===== config.mk =====
export PLATFORM = sky130hd
export DESIGN_NAME = thermal_guard
export DESIGN_NICKNAME = d
export VERILOG_FILES = /design/src/rtl/thermal_guard_pkg.sv /design/src/rtl/tg_cool_timer.sv /design/src/rtl/tg_dom_timer.sv /design/src/rtl/tg_trip_counter.sv /design/src/rtl/thermal_guard.sv
export SDC_FILE = /design/constraint.sdc
export NUM_CORES = 1
export LEC_CHECK = 0
export ABC_CLOCK_PERIOD_IN_PS = 3600
export BUFFER_PORTS_ARGS = -buffer_cell sky130_fd_sc_hd__buf_2
export CORE_AREA = 3 3 129 131
export DETAILED_ROUTE_END_ITERATION = 7
export DIE_AREA = 0 0 132 134
export PLACE_DENSITY = 0.49
export SLEW_MARGIN = 20
export SYNTH_ARGS = -nofsm -noshare
export SYNTH_HDL_FRONTEND = slang
export SYNTH_SLANG_ARGS = --single-unit

===== constraint.sdc =====
create_clock -name clk -period 3.6 [get_ports clk]
set_input_delay 0.36 -clock clk [delete_from_list [all_inputs] [get_ports clk]]
set_output_delay 0.36 -clock clk [all_outputs]
set_load 0.1 [all_outputs]

===== src/rtl/thermal_guard_pkg.sv =====
package thermal_guard_pkg;
   typedef enum logic [1:0] {
      ST_NORMAL   = 2'd0,
      ST_SHUTDOWN = 2'd1,
      ST_COOLDOWN = 2'd2,
      ST_LATCHED  = 2'd3
   } tg_state_e;
endpackage


===== src/rtl/tg_cool_timer.sv =====
module tg_cool_timer #(
   parameter int COOL_W = 16
) (
   input  logic              clk,
   input  logic              rst_n,
   input  logic              run,
   input  logic [COOL_W-1:0] len,
   output logic              done
);
   logic [COOL_W-1:0] cnt;
   logic [COOL_W:0]   cnt_nxt;

   assign cnt_nxt = {1'b0, cnt} + {{COOL_W{1'b0}}, 1'b1};
   // a zero length behaves as a single cycle
   assign done    = run && (cnt_nxt >= {1'b0, len});

   always_ff @(posedge clk or negedge rst_n) begin
      if (!rst_n)          cnt <= '0;
      else if (!run)       cnt <= '0;
      else if (!cnt_nxt[COOL_W]) cnt <= cnt_nxt[COOL_W-1:0];
   end
endmodule


===== src/rtl/tg_dom_timer.sv =====
module tg_dom_timer #(
   parameter int DOM_W = 16
) (
   input  logic             clk,
   input  logic             rst_n,
   input  logic             txd,
   input  logic [DOM_W-1:0] limit,
   output logic             flag
);
   logic [DOM_W-1:0] cnt;

   always_ff @(posedge clk or negedge rst_n) begin
      if (!rst_n) begin
         cnt  <= '0;
         flag <= 1'b0;
      end else if (txd) begin
         cnt  <= '0;
         flag <= 1'b0;
      end else begin
         if (~&cnt)         cnt  <= cnt + 1'b1;
         if (cnt >= limit)  flag <= 1'b1;
      end
   end
endmodule


===== src/rtl/tg_trip_counter.sv =====
module tg_trip_counter #(
   parameter int CNT_W = 8
) (
   input  logic             clk,
   input  logic             rst_n,
   input  logic             inc,
   input  logic             clr,
   output logic [CNT_W-1:0] count
);
   always_ff @(posedge clk or negedge rst_n) begin
      if (!rst_n)                count <= '0;
      else if (clr)              count <= '0;
      else if (inc && ~&count)   count <= count + 1'b1;
   end
endmodule


===== src/rtl/thermal_guard.sv =====
module thermal_guard
   import thermal_guard_pkg::*;
#(
   parameter int TEMP_W = 8,
   parameter int COOL_W = 16,
   parameter int DOM_W  = 16,
   parameter int CNT_W  = 8
) (
   input  logic              clk,
   input  logic              rst_n,
   input  logic [TEMP_W-1:0] temp_in,
   input  logic [TEMP_W-1:0] trip_level,
   input  logic [TEMP_W-1:0] hyst_delta,
   input  logic [COOL_W-1:0] cool_len,
   input  logic [DOM_W-1:0]  dom_limit,
   input  logic              latch_mode,
   input  logic              host_clear,
   input  logic              txd,
   input  logic              bus_rx,
   output logic              tx_out,
   output logic              rxd,
   output logic              thermal_flag,
   output logic              dom_flag,
   output logic [1:0]        state_code,
   output logic [CNT_W-1:0]  trip_count
);
   generate
      if (TEMP_W < 2 || TEMP_W > 32) begin : g_bad_temp
         $error("thermal_guard: TEMP_W out of range");
      end
      if (COOL_W < 1 || COOL_W > 32) begin : g_bad_cool
         $error("thermal_guard: COOL_W out of range");
      end
      if (DOM_W < 1 || DOM_W > 32) begin : g_bad_dom
         $error("thermal_guard: DOM_W out of range");
      end
      if (CNT_W < 1 || CNT_W > 32) begin : g_bad_cnt
         $error("thermal_guard: CNT_W out of range");
      end
   endgenerate

   tg_state_e         st, st_nxt;
   logic [TEMP_W-1:0] rec_level;
   logic              is_hot, is_cold, cool_done, trip_inc;

   assign rec_level = (trip_level > hyst_delta) ? (trip_level - hyst_delta) : '0;
   assign is_hot    = (temp_in >= trip_level);
   assign is_cold   = (temp_in < rec_level);

   always_comb begin
      st_nxt   = st;
      trip_inc = 1'b0;
      unique case (st)
         ST_NORMAL: if (is_hot) begin
            st_nxt   = ST_SHUTDOWN;
            trip_inc = 1'b1;
         end
         ST_SHUTDOWN: if (is_cold) st_nxt = ST_COOLDOWN;
         ST_COOLDOWN: begin
            if (!is_cold) begin
               st_nxt   = ST_SHUTDOWN;
               trip_inc = 1'b1;
            end else if (cool_done) begin
               st_nxt = latch_mode ? ST_LATCHED : ST_NORMAL;
            end
         end
         ST_LATCHED: if (host_clear) st_nxt = ST_NORMAL;
         default: st_nxt = ST_NORMAL;
      endcase
   end

   always_ff @(posedge clk or negedge rst_n) begin
      if (!rst_n) st <= ST_NORMAL;
      else        st <= st_nxt;
   end

   tg_cool_timer #(.COOL_W(COOL_W)) u_cool (
      .clk   (clk),
      .rst_n (rst_n),
      .run   ((st == ST_COOLDOWN) && is_cold),
      .len   (cool_len),
      .done  (cool_done)
   );

   tg_dom_timer #(.DOM_W(DOM_W)) u_dom (
      .clk   (clk),
      .rst_n (rst_n),
      .txd   (txd),
      .limit (dom_limit),
      .flag  (dom_flag)
   );

   tg_trip_counter #(.CNT_W(CNT_W)) u_trips (
      .clk   (clk),
      .rst_n (rst_n),
      .inc   (trip_inc),
      .clr   (host_clear),
      .count (trip_count)
   );

   assign thermal_flag = (st != ST_NORMAL);
   assign state_code   = st;
   assign tx_out       = (st == ST_NORMAL && !dom_flag) ? txd : 1'b1;
   assign rxd          = bus_rx;
endmodule


==> results.py, run 1 <==
metrics = {
    "timing": {
        "finalSetupViolCount": 0,
        "worst_hold_slack_ps": 71.20,
        "hold_violations": 0,
        "tightest_slew_ps": 668.1,
        "fin_crit_sh_pct": 99.56,
        "rsz0062_at_grt": "yes",
        "clock_skew_ps": 6.207,
        "maxSlewViolCount": 0,
        "slew_headroom_pct": 55.08,
        "post-route-min-period_ps": 3584,
        "max_clock_freq_mhz": 279.0,
    },
    "global_routing": {
        "antenna_found_initial": 0,
        "grt_first_pass_wirelength_um": 16440,
        "gr-total-overflow": 0,
        "grt_pass1_vias": 3463,
        "grt_max_degree": 44,
        "grt_usage_pct": 10.95,
    },
    "logic_synthesis": {
        "yosys_register_bits": 43,
        "ys_warn_count": 0,
        "synth-async-reset-ratio_pct": 100.0,
        "syn_nets": 581,
        "postSynthCellCount": 460,
        "synthDistinctLibCells": 52,
        "synthFlopType": "dfrtp_1",
        "yosys.area.top_type": "dfrtp_1",
        "synth-edff-count": 0,
        "avgSynthCellArea_um2": 8.359,
        "synth.top_cell.area_share_pct": 27.99,
        "synthTopCellsByArea": "dfrtp_1 (28%), ha_1 (19%), inv_1 (6.5%), a21oi_1 (4.3%), nor2_1 (4.2%)",
        "seq_area_frac_synth_pct": 27.99,
        "yosys-top-cells-count": "inv_1 (67), ha_1 (58), dfrtp_1 (43), nor2_1 (43), a21oi_1 (33)",
        "synth.most_common_cell": "inv_1",
        "synth_area_um2": 3845,
    },
    "drt": {
        "drtPass1Iterations": 4,
        "wire_per_inst_um": 12.69,
        "totalWireLength_um": 9923,
        "drc": 0,
        "via_per_inst": 4.463,
        "vias": 3490,
        "ant_nets": 0,
        "dr.first_iter.drc_count": 110,
    },
    "clock_tree": {
        "h-tree-depth": 2,
        "ctsRootBufferMaster": "clkbuf_16",
        "cts_buffer_depth": 2,
        "clock-sinks": 43,
        "path_clk_slew_ps": 60,
        "cts_buffers": 5,
        "worstSkewPairLatency_ps": 280,
        "cts_tree": "yes",
    },
    "critical_path": {
        "cpMostUsedCell": "ha_4",
        "required_ps": 3760,
        "crit_arrival_ps": 3750,
        "critPathMaxFanout": 6,
        "startpoint_type": "primary input",
        "path_class": "primary input to flip-flop",
        "crit_chain": "buf_12 > inv_12 > ha_4 > fa_2 > nand2b_4 > a211oi_4 > nor3_2 > nor2_2 > nand2b_1 > mux2_4 > ha_4 > and4_4 > o211ai_1 > or4_4 > a21bo_4 > a211oi_2 > mux2_1",
        "cp-end-kind": "flip-flop",
        "worstPathBufferInverterCount": 2,
        "cp_slowest_stage_delay_ps": 440,
        "cp_slowest_cell": "or4_4",
        "reg2reg_slack_ps": 470,
        "crit_family": "simple AND/OR/NAND/NOR gates",
    },
    "cells_and_area": {
        "num_antenna_cells": 0,
        "layout.nets": 686,
        "fin_util_pct": 31.85,
        "fin_cells": 782,
        "area_growth_pct": 30.17,
        "final_layout_size_suffix_gt1_share_pct": 25.09,
    },
    "die": {
        "die_h_um": 134,
        "num_rows": 46,
        "initial_core_util_pct": 24.47,
        "coreArea_um2": 15710,
        "ioPinCount": 76,
        "fp.dieW_um": 132,
        "fp.dieArea_um2": 17690,
    },
    "job": {
        "maxCapViolations": 0,
    },
    "power": {
        "leakage_nw": 2.595,
        "power_density_nw_per_um2": 330.0,
        "peakVddDrop_mv": 0.2131,
    },
    "placed_design": {
        "gp_congestion": 0.8290,
        "place_inst": 768,
        "io_buffers": 73,
        "hpwl_um": 7995,
    },
    "min_path": {
        "hold_class": "primary input to asynchronous set/reset pin",
    },
    "status": {
        "status": "completed",
    },
}
[registers in the layout, summed over array words and instances, names as in the netlist]
register / flops
u_dom.cnt: 16
u_trips.count: 8
state_code: 2
u_dom.flag: 1
u_cool.cnt: 16
[path summary, 6_finish.rpt]
check,to,start,depth (start not counted)
worst max-delay path,u_trips.count[5],trip_level[0],17
worst min-delay path,u_dom.cnt[4],rst_n,1
worst max register to register,state_code[1],u_cool.cnt[0],12
worst min register to register,u_cool.cnt[1],u_cool.cnt[1],2
max in group asynchronous,u_trips.count[7],rst_n,1
min in group clk,state_code[0],latch_mode,3
[cell usage in the layout (no fill, tap or decap), types with 4 or more instances in the layout]
master and count:
nor2b_1 10, inv_1 66, xor2_1 12, a21o_1 6
o21ai_0 8, nand4_1 11, xnor2_1 16, a211oi_1 4
and3_1 7, ha_1 55, a21oi_1 30, nand3_1 24
buf_4 32, nand2_1 24, nor3b_1 4, nand2b_1 5
and4_1 4, nor3_1 12, nor2_1 42, clkbuf_16 5
dfrtp_1 43, buf_2 71, or3_1 5, mux2i_1 4
o21a_1 6
[per-layer routing]
layer / part of all wire, % / GRT usage [%] / vias to the layer above / routed length, um
met1: 47 / 14.64 / 1621 / 4704
li1: - / - / 1806 / -
met3: 3.5 / 1.650 / 7 / 350
met2: 48 / 19.16 / 56 / 4808
met4: 0.60 / 1.575 / 0 / 60
met5: 0 / 0 / - / 0
[through the flow]
stage	power (mW)	setup WS (ps)	area [um^2]	TNS, ps
4_1_cts	1.652	22.18	4922	0
6_report	1.651	15.72	5005	0
5_1_grt	1.757	-118.8	5005	-1463
3_3_place_gp	1.150	-321.7	4728	-4730
2_1_floorplan	0.9671	-138.8	3925	-409.3
3_5_place_dp	1.158	-411.0	4728	-6727
[power by group]
group	leakage, nW	switching (mW)	internal (mW)
clock network	0.0772	0.180	0.295
logic	1.92	0.420	0.222
registers	0.594	0.0302	0.504
[kinds of logic after synthesis]
| group | after synthesis | synth area share, % |
|---|---|---|
| simple gates | 160 | 21.48 |
| compound gates | 84 | 14.22 |
| buf+inv | 75 | 7.452 |
| fa+ha+maj | 59 | 19.39 |
| flops | 43 | 27.99 |
| xor+xnor | 28 | 6.378 |
| mux | 11 | 3.091 |
[timing repair]
item	CTS	global route
setup buffers	2	3
hold buffers	0	0
pin swaps	4	2
resized for setup	6	12
setup endpoints to repair	7	24
cloned	0	1
[area by class of cell]
cell class	instances	area, um^2
Timing Repair Buffer	106	634.4
Tap cell	216	270.3
Fill cell	1663	10710
Inverter	67	264.0
Sequential cell	43	1076
Multi-Input combinational cell	342	2604
Clock buffer	8	156.4
Power figures use the tool's default switching activity.
==> run 2: changes to the inputs <==
ABC_CLOCK_PERIOD_IN_PS = 3350   (was 3600)
clock period = 3.35 ns   (was 3.6 ns; I/O delays follow)
==> run 2 against run 1 <==
  * Core utilization up 0.89 points
  * Sequential share of layout area down 0.59 points
  * Final cell count up 0.64%
  * Non-clock buffer count up 5
  * First-iteration DRC count up 40%
  * Largest power group unchanged
  * The flow now finishes with violations (setup timing)
  * Die area unchanged
  * Critical endpoint unchanged
  * Sequential power up 7.9%
  * Hold slack worse by 16 ps
  * Wire length down 3.1%
==> results.py, run 2 (same netlist as run 1, synthesis figures left out) <==
metrics = {
    "die": {
        "coreArea_um2": 15710,
        "die_h_um": 134,
        "fp.dieW_um": 132,
        "initial_core_util_pct": 24.47,
        "num_rows": 46,
        "fp.dieArea_um2": 17690,
        "ioPinCount": 76,
    },
    "cells_and_area": {
        "layout.nets": 691,
        "reg.largest.list": "u_cool.cnt x16, u_dom.cnt x16, u_trips.count x8",
        "fin_cells": 787,
        "num_antenna_cells": 0,
        "fin_util_pct": 32.74,
        "final_layout_size_suffix_gt1_share_pct": 28.55,
        "fillCellCount": 1651,
        "area_growth_pct": 33.81,
        "layout_commonest_cell": "buf_2",
        "postLayoutCellArea_um2": 5145,
        "mostFrequentLayoutCells": "buf_2 (70), inv_1 (66), ha_1 (55)",
    },
    "clock_tree": {
        "path_clk_slew_ps": 60,
        "cts_buffers": 5,
        "worstSkewPairLatency_ps": 280,
        "cts_buffer_depth": 2,
        "clock-sinks": 43,
        "h-tree-depth": 2,
        "ctsRootBufferMaster": "clkbuf_16",
        "cts_tree": "yes",
        "postCtsHoldBufs": 0,
    },
    "timing": {
        "slew_headroom_pct": 58.84,
        "finalSetupViolCount": 9,
        "maxSlewViolCount": 0,
        "fin_crit_sh_pct": 106.0,
        "hold_violations": 0,
        "final.setup.worst_slack_ps": -202.5,
        "rsz0062_at_grt": "yes",
        "max_clock_freq_mhz": 281.5,
        "tightest_slew_ps": 612.7,
        "clock_skew_ps": 2.789,
        "worst_hold_slack_ps": 55.62,
        "post-route-min-period_ps": 3553,
    },
    "power": {
        "pwr-share-comb_pct": 40.8,
        "power_frac_seq_pct": 32.5,
        "peakVddDrop_mv": 0.1949,
        "power_switching_uw": 691.5,
        "power_density_nw_per_um2": 344.3,
        "clkPwrFrac_pct": 26.7,
        "intPower_mw": 1.080,
        "leakage_nw": 2.635,
        "switching_share_pct": 39.04,
    },
    "critical_path": {
        "critPathMaxFanout": 7,
        "required_ps": 3520,
        "cp_slowest_stage_delay_ps": 430,
        "cp_slowest_cell": "or4_4",
        "crit_chain": "buf_12 > inv_12 > ha_4 > fa_2 > nand2b_4 > a211oi_4 > nor3_2 > nor2_2 > nand2b_1 > mux2_4 > ha_4 > and4_4 > o211ai_1 > or4_4 > a21bo_4 > a211oi_2 > mux2_1",
        "crit_arrival_ps": 3720,
        "cp-end-kind": "flip-flop",
        "cpMostUsedCell": "ha_4",
        "path_class": "primary input to flip-flop",
        "startpoint_type": "primary input",
    },
    "status": {
        "failed_checks": "setup timing",
        "status": "finished with violations",
    },
    "global_routing": {
        "grt_max_degree": 44,
        "grt_first_pass_wirelength_um": 16420,
        "grt_usage_pct": 11.07,
        "antenna_found_initial": 0,
        "grt_pass1_vias": 3574,
        "gr-total-overflow": 0,
    },
    "placed_design": {
        "gp_congestion": 0.7755,
        "hpwl_um": 7759,
        "io_buffers": 73,
        "place_area_um2": 4808,
        "place_inst": 773,
        "place_ws_ps": -629.2,
    },
    "drt": {
        "totalWireLength_um": 9619,
        "wire_per_inst_um": 12.22,
        "via_per_inst": 4.507,
        "dr.first_iter.drc_count": 154,
        "ant_nets": 0,
        "drtPass1Iterations": 4,
        "drc": 0,
        "vias": 3547,
    },
    "job": {
        "maxCapViolations": 0,
    },
    "min_path": {
        "hold_class": "primary input to asynchronous set/reset pin",
    },
}
-- run 2: changes by cell type in the layout (fill, tap and decap cells not counted), sizes merged --
cell	delta
clkinv	+1
clkbuf	-2
buf	+6
-- run 2: cell type report --
type / count / area (um^2) / share of cell area [%]
clock inverters: 1 / 5.005 / 0.09728
repair buffers: 111 / 705.7 / 13.72
inverters: 67 / 264.0 / 5.131
flip-flops and latches: 43 / 1076 / 20.91
well taps: 216 / 270.3 / 5.253
multi-input cells: 342 / 2691 / 52.31
clock buffers: 7 / 132.6 / 2.578
-- run 2: layer usage --
layer	track usage (%)	wire, um
met1	14.44	4522
met2	18.70	4561
met3	1.838	326
met4	3.617	209
met5	0	0
-- run 2: worst max-delay path: cells and delay by family --
family / cells / cell delay (ps)
AOI/OAI and AO/OA: 4 / 790
muxes: 2 / 620
buffers and inverters: 2 / 120
and+or+nand+nor: 6 / 1090
adders and majority gates: 3 / 740
-- run 2: power groups by stage --
stage | logic [mW] | clock network (mW) | registers (mW)
2_1_floorplan | 0.346 | 0 | 0.699
3_3_place_gp | 0.655 | 0 | 0.583
3_5_place_dp | 0.662 | 0 | 0.584
4_1_cts | 0.719 | 0.489 | 0.576
5_1_grt | 0.792 | 0.512 | 0.581
6_report | 0.722 | 0.473 | 0.576
-- run 2: worst paths after layout --
| check | slack (ps) | cells past startpoint | to | start |
|---|---|---|---|---|
| max reg2reg | 230 | 13 | state_code[1] | u_cool.cnt[2] |
| min | 60 | 1 | u_dom.cnt[1] | rst_n |
| min in group clk | 380 | 3 | state_code[0] | latch_mode |
| max | -200 | 17 | u_trips.count[5] | trip_level[0] |
| max in group asynchronous | 2910 | 1 | u_cool.cnt[7] | rst_n |
| min reg2reg | 570 | 2 | u_cool.cnt[1] | u_cool.cnt[1] |
-- run 2: through the flow --
stage	TNS (ps)	power (mW)
floorplan	-2901	1.045
global route	-4350	1.885
global placement	-10320	1.238
finish	-847.0	1.771
CTS	-3029	1.784
detailed placement	-11390	1.246
-- run 2: timing repair --
item / 4_1_cts / 5_1_grt
endpoints found under the setup margin: 26 / 26
gates cloned: 1 / 0
gates resized for setup: 21 / 17
pin swaps: 9 / 4
setup buffers: 5 / 3
==> run 3: changes to the inputs <==
ABC_AREA = 1   (was not set)
ABC_CLOCK_PERIOD_IN_PS = not set   (was 3350)
CORE_AREA = 3 3 132 134   (was 3 3 129 131)
DIE_AREA = 0 0 135 137   (was 0 0 132 134)
SKIP_LAST_GASP = 1   (was not set)
==> run 3 against run 2 <==
  * The run now ends clean
  * Sequential power about the same
  * Final area down 3.8%
  * Power up 0.26%
  * Wire length up 5.6%
  * Non-clock buffer count down 30
  * Critical path type is now flip-flop to flip-flop
  * Largest cell class unchanged
==> results.py, run 3 <==
metrics = {
    "clock_tree": {
        "clock-sinks": 43,
        "cts_buffer_depth": 2,
        "cts_tree": "yes",
        "path_clk_slew_ps": 60,
        "worstSkewPairLatency_ps": 280,
        "postCtsHoldBufs": 0,
        "cts_buffers": 5,
        "h-tree-depth": 2,
        "ctsRootBufferMaster": "clkbuf_16",
    },
    "placed_design": {
        "gp_congestion": 0.8167,
        "place_ws_ps": 25.79,
        "hpwl_um": 8552,
        "place_area_um2": 4735,
        "io_buffers": 73,
    },
    "min_path": {
        "hold_class": "primary input to asynchronous set/reset pin",
    },
    "critical_path": {
        "startpoint_type": "flip-flop",
        "cp_slowest_stage_delay_ps": 410,
        "worst_r2r_path_depth": 17,
        "cpMostUsedCell": "nand3_1",
        "crit_arrival_ps": 3190,
        "crit_chain": "ha_1 > nand3_2 > nor3_2 > nand2_1 > nor2_1 > nand3_1 > nor2_2 > xor2_2 > ha_1 > a21oi_1 > o211ai_1 > nor2_1 > nand3_1 > nor2_2 > nand3_1 > nand3_1 > nand2_1",
        "path_class": "flip-flop to flip-flop",
        "critPathMaxFanout": 4,
        "cp_slowest_cell": "dfrtp_2",
        "cp-end-kind": "flip-flop",
        "required_ps": 3510,
    },
    "logic_synthesis": {
        "synthTopCellsByArea": "dfrtp_1 (26%), ha_1 (18%), inv_1 (11%), nand2_1 (9.2%), nand3_1 (4.4%)",
        "synthFlopType": "dfrtp_1",
        "synth.most_common_cell": "inv_1",
        "synth_area_um2": 4079,
        "yosys_register_bits": 43,
        "synth-async-reset-ratio_pct": 100.0,
        "syn_nets": 686,
        "yosys.area.top_type": "dfrtp_1",
        "postSynthCellCount": 565,
        "avgSynthCellArea_um2": 7.219,
        "synth-edff-count": 0,
        "yosys-top-cells-count": "inv_1 (121), nand2_1 (100), ha_1 (58)",
        "synth.top_cell.area_share_pct": 26.38,
        "ys_warn_count": 0,
        "synthDistinctLibCells": 43,
        "seq_area_frac_synth_pct": 26.38,
    },
    "global_routing": {
        "grt_usage_pct": 11.13,
        "gr-total-overflow": 0,
        "use_met2_pct": 18.32,
        "grt_pass1_vias": 3568,
        "grt_util_met3_pct": 2.169,
        "grt_first_pass_wirelength_um": 16910,
        "top_usage_layer": "met2",
        "grt_use_met1_pct": 15.31,
        "antenna_found_initial": 1,
        "grt_max_degree": 44,
    },
    "power": {
        "leakage_nw": 2.743,
        "power_frac_seq_pct": 32.6,
        "power_density_nw_per_um2": 359.0,
        "pwr-share-comb_pct": 40.6,
        "power_switching_uw": 759.2,
        "switching_share_pct": 42.74,
        "peakVddDrop_mv": 0.3462,
        "intPower_mw": 1.017,
        "clkPwrFrac_pct": 26.8,
    },
    "status": {
        "status": "completed",
    },
    "timing": {
        "fin_crit_sh_pct": 90.28,
        "hold_violations": 0,
        "maxSlewViolCount": 0,
        "clock_skew_ps": 6.819,
        "final.setup.worst_slack_ps": 325.6,
        "tns_ps": 0,
        "tightest_slew_ps": 575.8,
        "slew_headroom_pct": 61.61,
        "finalSetupViolCount": 0,
        "post-route-min-period_ps": 3024,
        "max_clock_freq_mhz": 330.6,
        "rsz0062_at_grt": "yes",
    },
    "cells_and_area": {
        "fillCellCount": 1819,
        "layout.nets": 767,
        "area_growth_pct": 21.29,
        "reg.largest.list": "u_cool.cnt x16, u_dom.cnt x16, u_trips.count x8",
        "num_antenna_cells": 0,
        "postLayoutCellArea_um2": 4947,
        "fin_util_pct": 30.15,
        "layout_commonest_cell": "inv_1",
        "final_layout_size_suffix_gt1_share_pct": 20.25,
        "mostFrequentLayoutCells": "inv_1 (121), nand2_1 (100), buf_2 (72)",
    },
    "die": {
        "initial_core_util_pct": 24.86,
        "fp.dieArea_um2": 18500,
        "ioPinCount": 76,
        "die_h_um": 137,
        "num_rows": 47,
        "fp.dieW_um": 135,
        "coreArea_um2": 16410,
    },
    "drt": {
        "drtPass1Iterations": 6,
        "vias": 3710,
        "totalWireLength_um": 10160,
        "drc": 0,
        "via_per_inst": 4.279,
        "wire_per_inst_um": 11.71,
        "dr.first_iter.drc_count": 143,
        "ant_nets": 0,
    },
    "job": {
        "maxCapViolations": 0,
    },
}
## run 3: changes by cell type after synthesis, sizes merged, moves of 7 or more
| cell | change |
|---|---|
| nor2b | -10 |
| nand2 | +84 |
| xnor2 | -12 |
| nand3 | +13 |
| o21ai | +11 |
| and3 | -7 |
| mux2 | -7 |
| inv | +56 |
| nand4 | +12 |
## run 3: metal layers
metal  vias up  part of all wire, %
li1       2009                    -
met1      1634                   50
met2        55                   45
met3        10                  3.6
met4         2                 0.99
met5         -                 0.13
## run 3: area by class of cell
class | count | area [um^2] | share of cell area (%)
multi-input cells | 391 | 2546 | 51.47
clock inverters | 2 | 12.51 | 0.2529
inverters | 124 | 466.7 | 9.434
flip-flops and latches | 43 | 1077 | 21.78
repair buffers | 81 | 440.4 | 8.902
clock buffers | 6 | 128.9 | 2.605
well taps | 220 | 275.3 | 5.564
## run 3: worst paths after layout
check	from	slack [ps]	end
max	u_cool.cnt[0]	330	state_code[0]
min	rst_n	50	u_cool.cnt[2]
max reg2reg	u_cool.cnt[0]	330	state_code[0]
min reg2reg	u_dom.cnt[13]	540	u_dom.cnt[13]
max in group asynchronous	rst_n	2880	u_cool.cnt[0]
min in group clk	txd	340	u_dom.cnt[8]
## run 3: power groups by stage
stage | Clock, mW | Combinational (mW) | Sequential, mW
after detailed placement | 0 | 0.725 | 0.588
final | 0.476 | 0.722 | 0.579
after global placement | 0 | 0.730 | 0.587
after floorplan | 0 | 0.413 | 0.721
after global routing | 0.516 | 0.800 | 0.584
after CTS | 0.497 | 0.731 | 0.578
## run 3: cells by family (layout without fill, tap and decap cells)
| logic type | after synthesis | count (layout) | share of synthesized area, % |
|---|---|---|---|
| adders and majority gates | 59 | 59 | 18.28 |
| DFF | 43 | 43 | 26.38 |
| buffers and inverters | 131 | 213 | 12.48 |
| xor gates and xnor gates | 17 | 17 | 3.650 |
| and+or+nand+nor | 237 | 237 | 27.30 |
| AOI/OAI and AO/OA | 78 | 78 | 11.90 |
## run 3: per-stage QoR
step                      instances  hold slack [ps]  total power, mW
after floorplan                 565            39.41            1.134
after global placement          857            527.2            1.317
after detailed placement        857            538.4            1.313
after CTS                       865            264.7            1.806
after global routing            867            98.68            1.900
final                           867            50.81            1.776
## run 3: critical path, delay by kind of cell (launching register included)
family	cells	cell delay [ps]
AOI/OAI and AO/OA	2	250
DFF	1	410
and+or+nand+nor	12	1490
adders and majority gates	2	500
xor gates and xnor gates	1	240
## run 3: what timing repair did
item,4_1_cts,5_1_grt
gates resized for setup,0,13
setup endpoints to repair,0,21
buffers inserted,0,2
